File: config.mk
export PLATFORM = sky130hd
export DESIGN_NAME = alp_loop_top
export DESIGN_NICKNAME = d
export VERILOG_FILES = /design/src/rtl/alp_pkg.sv /design/src/rtl/alp_strobe_edge.sv /design/src/rtl/alp_step_gen.sv /design/src/rtl/alp_err_acc.sv /design/src/rtl/alp_loop_top.sv
export SDC_FILE = /design/constraint.sdc
export NUM_CORES = 1
export LEC_CHECK = 0
export ABC_AREA = 1
export BUFFER_PORTS_ARGS = -buffer_cell sky130_fd_sc_hd__buf_2
export CAP_MARGIN = 30
export CORE_MARGIN = 5
export CORE_UTILIZATION = 50
export DETAILED_ROUTE_END_ITERATION = 8
export PLACE_DENSITY = 0.87
export SYNTH_ARGS = -nofsm -noshare
export SYNTH_HDL_FRONTEND = slang
export SYNTH_SLANG_ARGS = --single-unit
File: constraint.sdc
create_clock -name clk_i -period 4.98 [get_ports clk_i]
set_input_delay 0.498 -clock clk_i [delete_from_list [all_inputs] [get_ports clk_i]]
set_output_delay 0.498 -clock clk_i [all_outputs]
set_load 0.05 [all_outputs]
File: src/rtl/alp_pkg.sv
package alp_pkg;
  typedef enum logic {
    ZM_CLEAR_ERR = 1'b0,
    ZM_CLEAR_SP  = 1'b1
  } zmode_e;
endpackage

File: src/rtl/alp_strobe_edge.sv
module alp_strobe_edge #(
  parameter int SYNC_N = 2
) (
  input  logic clk_i,
  input  logic rst_ni,
  input  logic strobe_i,
  output logic pulse_o
);
  // Synchroniser stages plus one history bit for the edge detector.
  logic [SYNC_N:0] sh_q;

  always_ff @(posedge clk_i or negedge rst_ni) begin
    if (!rst_ni) sh_q <= '0;
    else         sh_q <= {sh_q[SYNC_N-1:0], strobe_i};
  end

  assign pulse_o = sh_q[SYNC_N-1] & ~sh_q[SYNC_N];
endmodule

File: src/rtl/alp_step_gen.sv
module alp_step_gen #(
  parameter int SP_W = 10
) (
  input  logic                   clk_i,
  input  logic                   rst_ni,
  input  logic                   use_stepper_i,
  input  logic                   pulse_i,
  input  logic signed [SP_W-1:0] step_i,
  input  logic signed [SP_W-1:0] start_i,
  output logic signed [SP_W-1:0] step_q_o
);
  localparam int MSB = SP_W - 1;

  function automatic logic signed [SP_W-1:0] sat_add(
    input logic signed [SP_W-1:0] a,
    input logic signed [SP_W-1:0] b
  );
    logic signed [SP_W-1:0] s;
    s = a + b;
    if (!a[MSB] && !b[MSB] && s[MSB])      s = {1'b0, {(SP_W-1){1'b1}}};
    else if (a[MSB] && b[MSB] && !s[MSB])  s = {1'b1, {(SP_W-1){1'b0}}};
    return s;
  endfunction

  logic signed [SP_W-1:0] step_q;

  always_ff @(posedge clk_i or negedge rst_ni) begin
    if (!rst_ni)             step_q <= '0;
    else if (!use_stepper_i) step_q <= start_i;
    else if (pulse_i)        step_q <= sat_add(step_q, step_i);
  end

  assign step_q_o = step_q;
endmodule

File: src/rtl/alp_err_acc.sv
module alp_err_acc
  import alp_pkg::*;
#(
  parameter int SP_W   = 10,
  parameter int MEAS_W = 8,
  parameter int ACC_W  = 16,
  parameter int SH_W   = 3
) (
  input  logic                    clk_i,
  input  logic                    rst_ni,
  input  logic signed [SP_W-1:0]  sp_i,
  input  logic signed [MEAS_W-1:0] meas_i,
  input  logic                    meas_valid_i,
  input  logic                    zero_force_i,
  input  logic                    zero_mode_i,
  input  logic [SH_W-1:0]         gain_shift_i,
  input  logic signed [ACC_W-1:0] lim_min_i,
  input  logic signed [ACC_W-1:0] lim_max_i,
  output logic signed [SP_W:0]    err_o,
  output logic signed [ACC_W-1:0] corr_o,
  output logic                    hit_hi_o,
  output logic                    hit_lo_o
);
  localparam int ERR_W  = SP_W + 1;
  localparam int MAX_SH = (1 << SH_W) - 1;
  localparam int WIDE_A = ERR_W + MAX_SH;
  localparam int SUM_W  = ((WIDE_A > ACC_W) ? WIDE_A : ACC_W) + 2;

  function automatic logic signed [SUM_W-1:0] sx_err(input logic signed [ERR_W-1:0] v);
    return {{(SUM_W-ERR_W){v[ERR_W-1]}}, v};
  endfunction

  function automatic logic signed [SUM_W-1:0] sx_acc(input logic signed [ACC_W-1:0] v);
    return {{(SUM_W-ACC_W){v[ACC_W-1]}}, v};
  endfunction

  logic signed [ERR_W-1:0] sp_term, meas_term, err;
  logic signed [SUM_W-1:0] scaled, sum, lo_x, hi_x;
  logic signed [ACC_W-1:0] corr_q, corr_d;
  logic                    over, under, hit_hi_q, hit_lo_q;

  always_comb begin
    sp_term   = {{(ERR_W-SP_W){sp_i[SP_W-1]}}, sp_i};
    meas_term = {{(ERR_W-MEAS_W){meas_i[MEAS_W-1]}}, meas_i};
    if (zero_force_i && zmode_e'(zero_mode_i) == ZM_CLEAR_SP) sp_term = '0;
    err = sp_term - meas_term;
    if (zero_force_i && zmode_e'(zero_mode_i) == ZM_CLEAR_ERR) err = '0;
  end

  always_comb begin
    scaled = sx_err(err) <<< gain_shift_i;
    sum    = sx_acc(corr_q) + scaled;
    hi_x   = sx_acc(lim_max_i);
    lo_x   = sx_acc(lim_min_i);
    over   = sum > hi_x;
    under  = !over && (sum < lo_x);
    if (over)       corr_d = lim_max_i;
    else if (under) corr_d = lim_min_i;
    else            corr_d = sum[ACC_W-1:0];
  end

  always_ff @(posedge clk_i or negedge rst_ni) begin
    if (!rst_ni) begin
      corr_q   <= '0;
      hit_hi_q <= 1'b0;
      hit_lo_q <= 1'b0;
    end else if (meas_valid_i) begin
      corr_q   <= corr_d;
      hit_hi_q <= over;
      hit_lo_q <= under;
    end
  end

  assign err_o    = err;
  assign corr_o   = corr_q;
  assign hit_hi_o = hit_hi_q;
  assign hit_lo_o = hit_lo_q;
endmodule

File: src/rtl/alp_loop_top.sv
module alp_loop_top #(
  parameter int SP_W   = 10,
  parameter int MEAS_W = 8,
  parameter int ACC_W  = 16,
  parameter int SH_W   = 3,
  parameter int SYNC_N = 2
) (
  input  logic                     clk_i,
  input  logic                     rst_ni,
  input  logic                     use_stepper_i,
  input  logic                     strobe_i,
  input  logic signed [SP_W-1:0]   step_i,
  input  logic signed [SP_W-1:0]   start_i,
  input  logic signed [SP_W-1:0]   reg_sp_i,
  input  logic                     zero_force_i,
  input  logic                     zero_mode_i,
  input  logic signed [MEAS_W-1:0] meas_i,
  input  logic                     meas_valid_i,
  input  logic [SH_W-1:0]          gain_shift_i,
  input  logic signed [ACC_W-1:0]  lim_min_i,
  input  logic signed [ACC_W-1:0]  lim_max_i,
  output logic signed [SP_W-1:0]   setpoint_o,
  output logic signed [SP_W:0]     loop_err_o,
  output logic signed [ACC_W-1:0]  corr_o,
  output logic                     hit_hi_o,
  output logic                     hit_lo_o
);
  // Named internal events, observed by the bound checker.
  logic                   step_pulse;
  logic signed [SP_W-1:0] step_q;

  alp_strobe_edge #(.SYNC_N(SYNC_N)) edge_i (
    .clk_i   (clk_i),
    .rst_ni  (rst_ni),
    .strobe_i(strobe_i),
    .pulse_o (step_pulse)
  );

  alp_step_gen #(.SP_W(SP_W)) step_i_u (
    .clk_i        (clk_i),
    .rst_ni       (rst_ni),
    .use_stepper_i(use_stepper_i),
    .pulse_i      (step_pulse),
    .step_i       (step_i),
    .start_i      (start_i),
    .step_q_o     (step_q)
  );

  assign setpoint_o = use_stepper_i ? step_q : reg_sp_i;

  alp_err_acc #(.SP_W(SP_W), .MEAS_W(MEAS_W), .ACC_W(ACC_W), .SH_W(SH_W)) acc_i (
    .clk_i       (clk_i),
    .rst_ni      (rst_ni),
    .sp_i        (setpoint_o),
    .meas_i      (meas_i),
    .meas_valid_i(meas_valid_i),
    .zero_force_i(zero_force_i),
    .zero_mode_i (zero_mode_i),
    .gain_shift_i(gain_shift_i),
    .lim_min_i   (lim_min_i),
    .lim_max_i   (lim_max_i),
    .err_o       (loop_err_o),
    .corr_o      (corr_o),
    .hit_hi_o    (hit_hi_o),
    .hit_lo_o    (hit_lo_o)
  );
endmodule

==> flow_metrics.env <==
export IMPL_status="complete, but fails checks"
export IMPL_violations="setup timing"
export IMPL_finalNetCount=1305
export IMPL_cts_sinks=31
export IMPL_crit_slowest_cell="ha_1"
export IMPL_cts_htree_levels=2
export IMPL_synth_edf_count=0
export IMPL_ys_types=43
export IMPL_numCtsBuffers=5
export IMPL_yosysMostFrequentCell="nand2_1"
export IMPL_grt_pass1_vias=6979
export IMPL_critPathMostFrequentCell="nand2_1"
export IMPL_initial_core_util_pct=51.2
export IMPL_synth_top_area_cell="nand2_1"
export IMPL_drc=0
export IMPL_grt_use_total_pct=29.9
export IMPL_dr_pass1_iters=6
export IMPL_finalCritPeriodShare_pct=116
export IMPL_dpl_worst_slack_ns=-0.638
export IMPL_required_ns=5.18
export IMPL_coreArea_mm2=0.0103
export IMPL_cts_root_buffer="clkbuf_8"
export IMPL_final_antenna_net_count=0
export IMPL_via_count=7879
export IMPL_fin_ws_ns=-0.799
export IMPL_ys_flop_type="dfrtp_1"
export IMPL_worstPathMaxFanout=5
export IMPL_synthArstFlopShare_pct=100
export IMPL_wl_per_cell_um=19.8
export IMPL_drv_slew=0
export IMPL_cp_arrival_ns=5.98
export IMPL_fin_crit_ns=5.78
export IMPL_hold_path_class="primary input to asynchronous set/reset pin"
export IMPL_wl_um=25300
export IMPL_port_buffers=118
export IMPL_max_stage_delay_ns=0.36
export IMPL_gp_congestion=0.948
export IMPL_synthTopCellsByCount="nand2_1 (298), inv_1 (124), nand3_1 (84)"
export IMPL_netlist_area_mm2=0.00529
export IMPL_crit_type="primary input to flop"
export IMPL_worstMarginPinSlew_ns=0.851
export IMPL_max_slew_margin_rel_pct=43.3
export IMPL_die_area_mm2=0.0127
export IMPL_hpwl_um=14400
export IMPL_synth_area_leaders="nand2_1 (21%), ha_1 (18%), dfrtp_1 (15%)"
export IMPL_ys_warn_count=0
export IMPL_utilization_pct=81.2
export IMPL_die_w_um=113
export IMPL_grt_antenna_before_repair=0
export IMPL_path_clk_slew_ns=0.10
export IMPL_diodes=0
export IMPL_die_height_um=113
export IMPL_syn_avg_cell_area_um2=6.03
export IMPL_fmax_mhz=173
export IMPL_max_vdd_ir_drop_v=0.000726
export IMPL_fin_tns_setup_ns=-13.03
export IMPL_finClkSkew_ns=0.0196
export IMPL_area_growth_syn_to_layout_pct=58.5
export IMPL_powerDensity_mw_per_mm2=811
export IMPL_ios=119
export IMPL_row_count=37
export IMPL_grt_pass1_wl_um=31800
export IMPL_drv_cap=0
export IMPL_synth_top_cell_area_share_pct=21.2
export IMPL_start_kind="primary input"
export IMPL_first_iter_violations=930
export IMPL_p_leak_nw=4.60
export IMPL_cts_path_max_buffers=2
export IMPL_cts_tree="yes"
export IMPL_hold_violations=0
export IMPL_grt_ovfl_total=0
export IMPL_final_layout_size_suffix_gt1_share_pct=41.4
export IMPL_ys_ff_latch=31
export IMPL_num_fill_cells=594
export IMPL_ys_seq_area_share_pct=14.7
export IMPL_rsz0062_at_grt="yes"
export IMPL_syn_inst=877
export IMPL_vias_per_cell=6.16
export IMPL_postCtsHoldBufs=0
export IMPL_grt_max_degree=32
export IMPL_critPathCaptureType="flop"
export IMPL_syn_nets=1039
export IMPL_setup_viol=18
export IMPL_clkLatencyLatePin_ns=0.31
-- cells in the final DEF, fill, tap and decap left out, types with 10 or more instances in the layout --
master	instances
ha_1	60
nand2_2	45
nor2_1	31
buf_2	117
o21ai_0	25
nand4_1	12
o21ai_1	16
dfrtp_1	31
nor2_2	13
inv_1	117
nand2_1	242
nand3_2	19
ha_4	17
a21oi_1	36
nand3_1	68
buf_4	141
a21oi_4	10
nand2_4	16
a21oi_2	17
-- worst paths after layout --
kind	startpoint	to	slack, ns	cells after the start
max	use_stepper_i	acc_i.corr_o[15]	-0.80	43
min	rst_ni	acc_i.corr_o[14]	0.24	1
max reg2reg	step_i_u.step_q_o[0]	acc_i.corr_o[15]	-0.75	42
min reg2reg	edge_i.sh_q[0]	edge_i.sh_q[1]	0.36	0
max in group asynchronous	rst_ni	step_i_u.step_q_o[4]	4.22	1
min in group clk_i	strobe_i	edge_i.sh_q[0]	0.31	1
-- flip-flops by register name (all words and copies together) (netlist names) --
signal,cells
edge_i.sh_q,3
acc_i.corr_o,16
acc_i.hit_lo_o,1
step_i_u.step_q_o,10
acc_i.hit_hi_o,1
-- area by class of cell --
class                           count  area (um2)  share of cell area [%]
Clock buffer                        5        68.8                   0.821
Clock inverter                      3        43.8                   0.522
Tap cell                          136         170                    2.03
Multi-Input combinational cell    707        5030                    60.0
Sequential cell                    31         776                    9.26
Timing Repair Buffer              270        1810                    21.5
Inverter                          128         492                    5.87
-- through the flow --
| step | std cells | hold WS (ns) | total power, mW | cell area (um2) |
|---|---|---|---|---|
| after CTS | 1261 | 0.292 | 5.46 | 7590 |
| after floorplan | 877 | 0.202 | 3.40 | 5540 |
| after global placement | 1233 | 0.336 | 4.50 | 7060 |
| final | 1280 | 0.243 | 6.80 | 8380 |
| after global routing | 1280 | 0.296 | 7.11 | 8380 |
| after detailed placement | 1233 | 0.347 | 4.64 | 7060 |
-- where the power goes --
part	switching (mW)	total (mW)	internal [mW]	leakage, nW
sequential	0.147	0.499	0.352	0.368
clock	0.122	0.271	0.149	0.0581
combinational	3.68	6.03	2.35	4.17
-- per-layer routing --
metal  up-vias  GRT usage [%]  wire length, um
met3       258           4.92             3130
met4         0           15.1             2560
met2       733           52.0            11300
li1       3393              -                -
met1      3495           35.4             8360
met5         -              0                0
-- worst max-delay path: cells and delay by family --
family	cells	cell delay, ns
adder cells (fa/ha/maj)	3	0.84
AO/OA/AOI/OAI	4	0.61
AND/OR/NAND/NOR	28	3.15
buffers and inverters	8	0.88
-- cell families after synthesis --
group | Yosys count | share of synthesized area (%)
AO/OA/AOI/OAI | 134 | 13.7
XOR/XNOR | 13 | 2.15
adder cells (fa/ha/maj) | 82 | 20.0
buffers and inverters | 145 | 11.0
flip-flops | 31 | 14.7
AND/OR/NAND/NOR | 472 | 38.6
-- timing repair --
item,in CTS,in global routing
setup buffers,16,16
cloned,4,3
endpoints found under the setup margin,18,18
pin swaps,34,80
resized for setup,65,140
No activity file was read; power rests on OpenSTA's default activity.
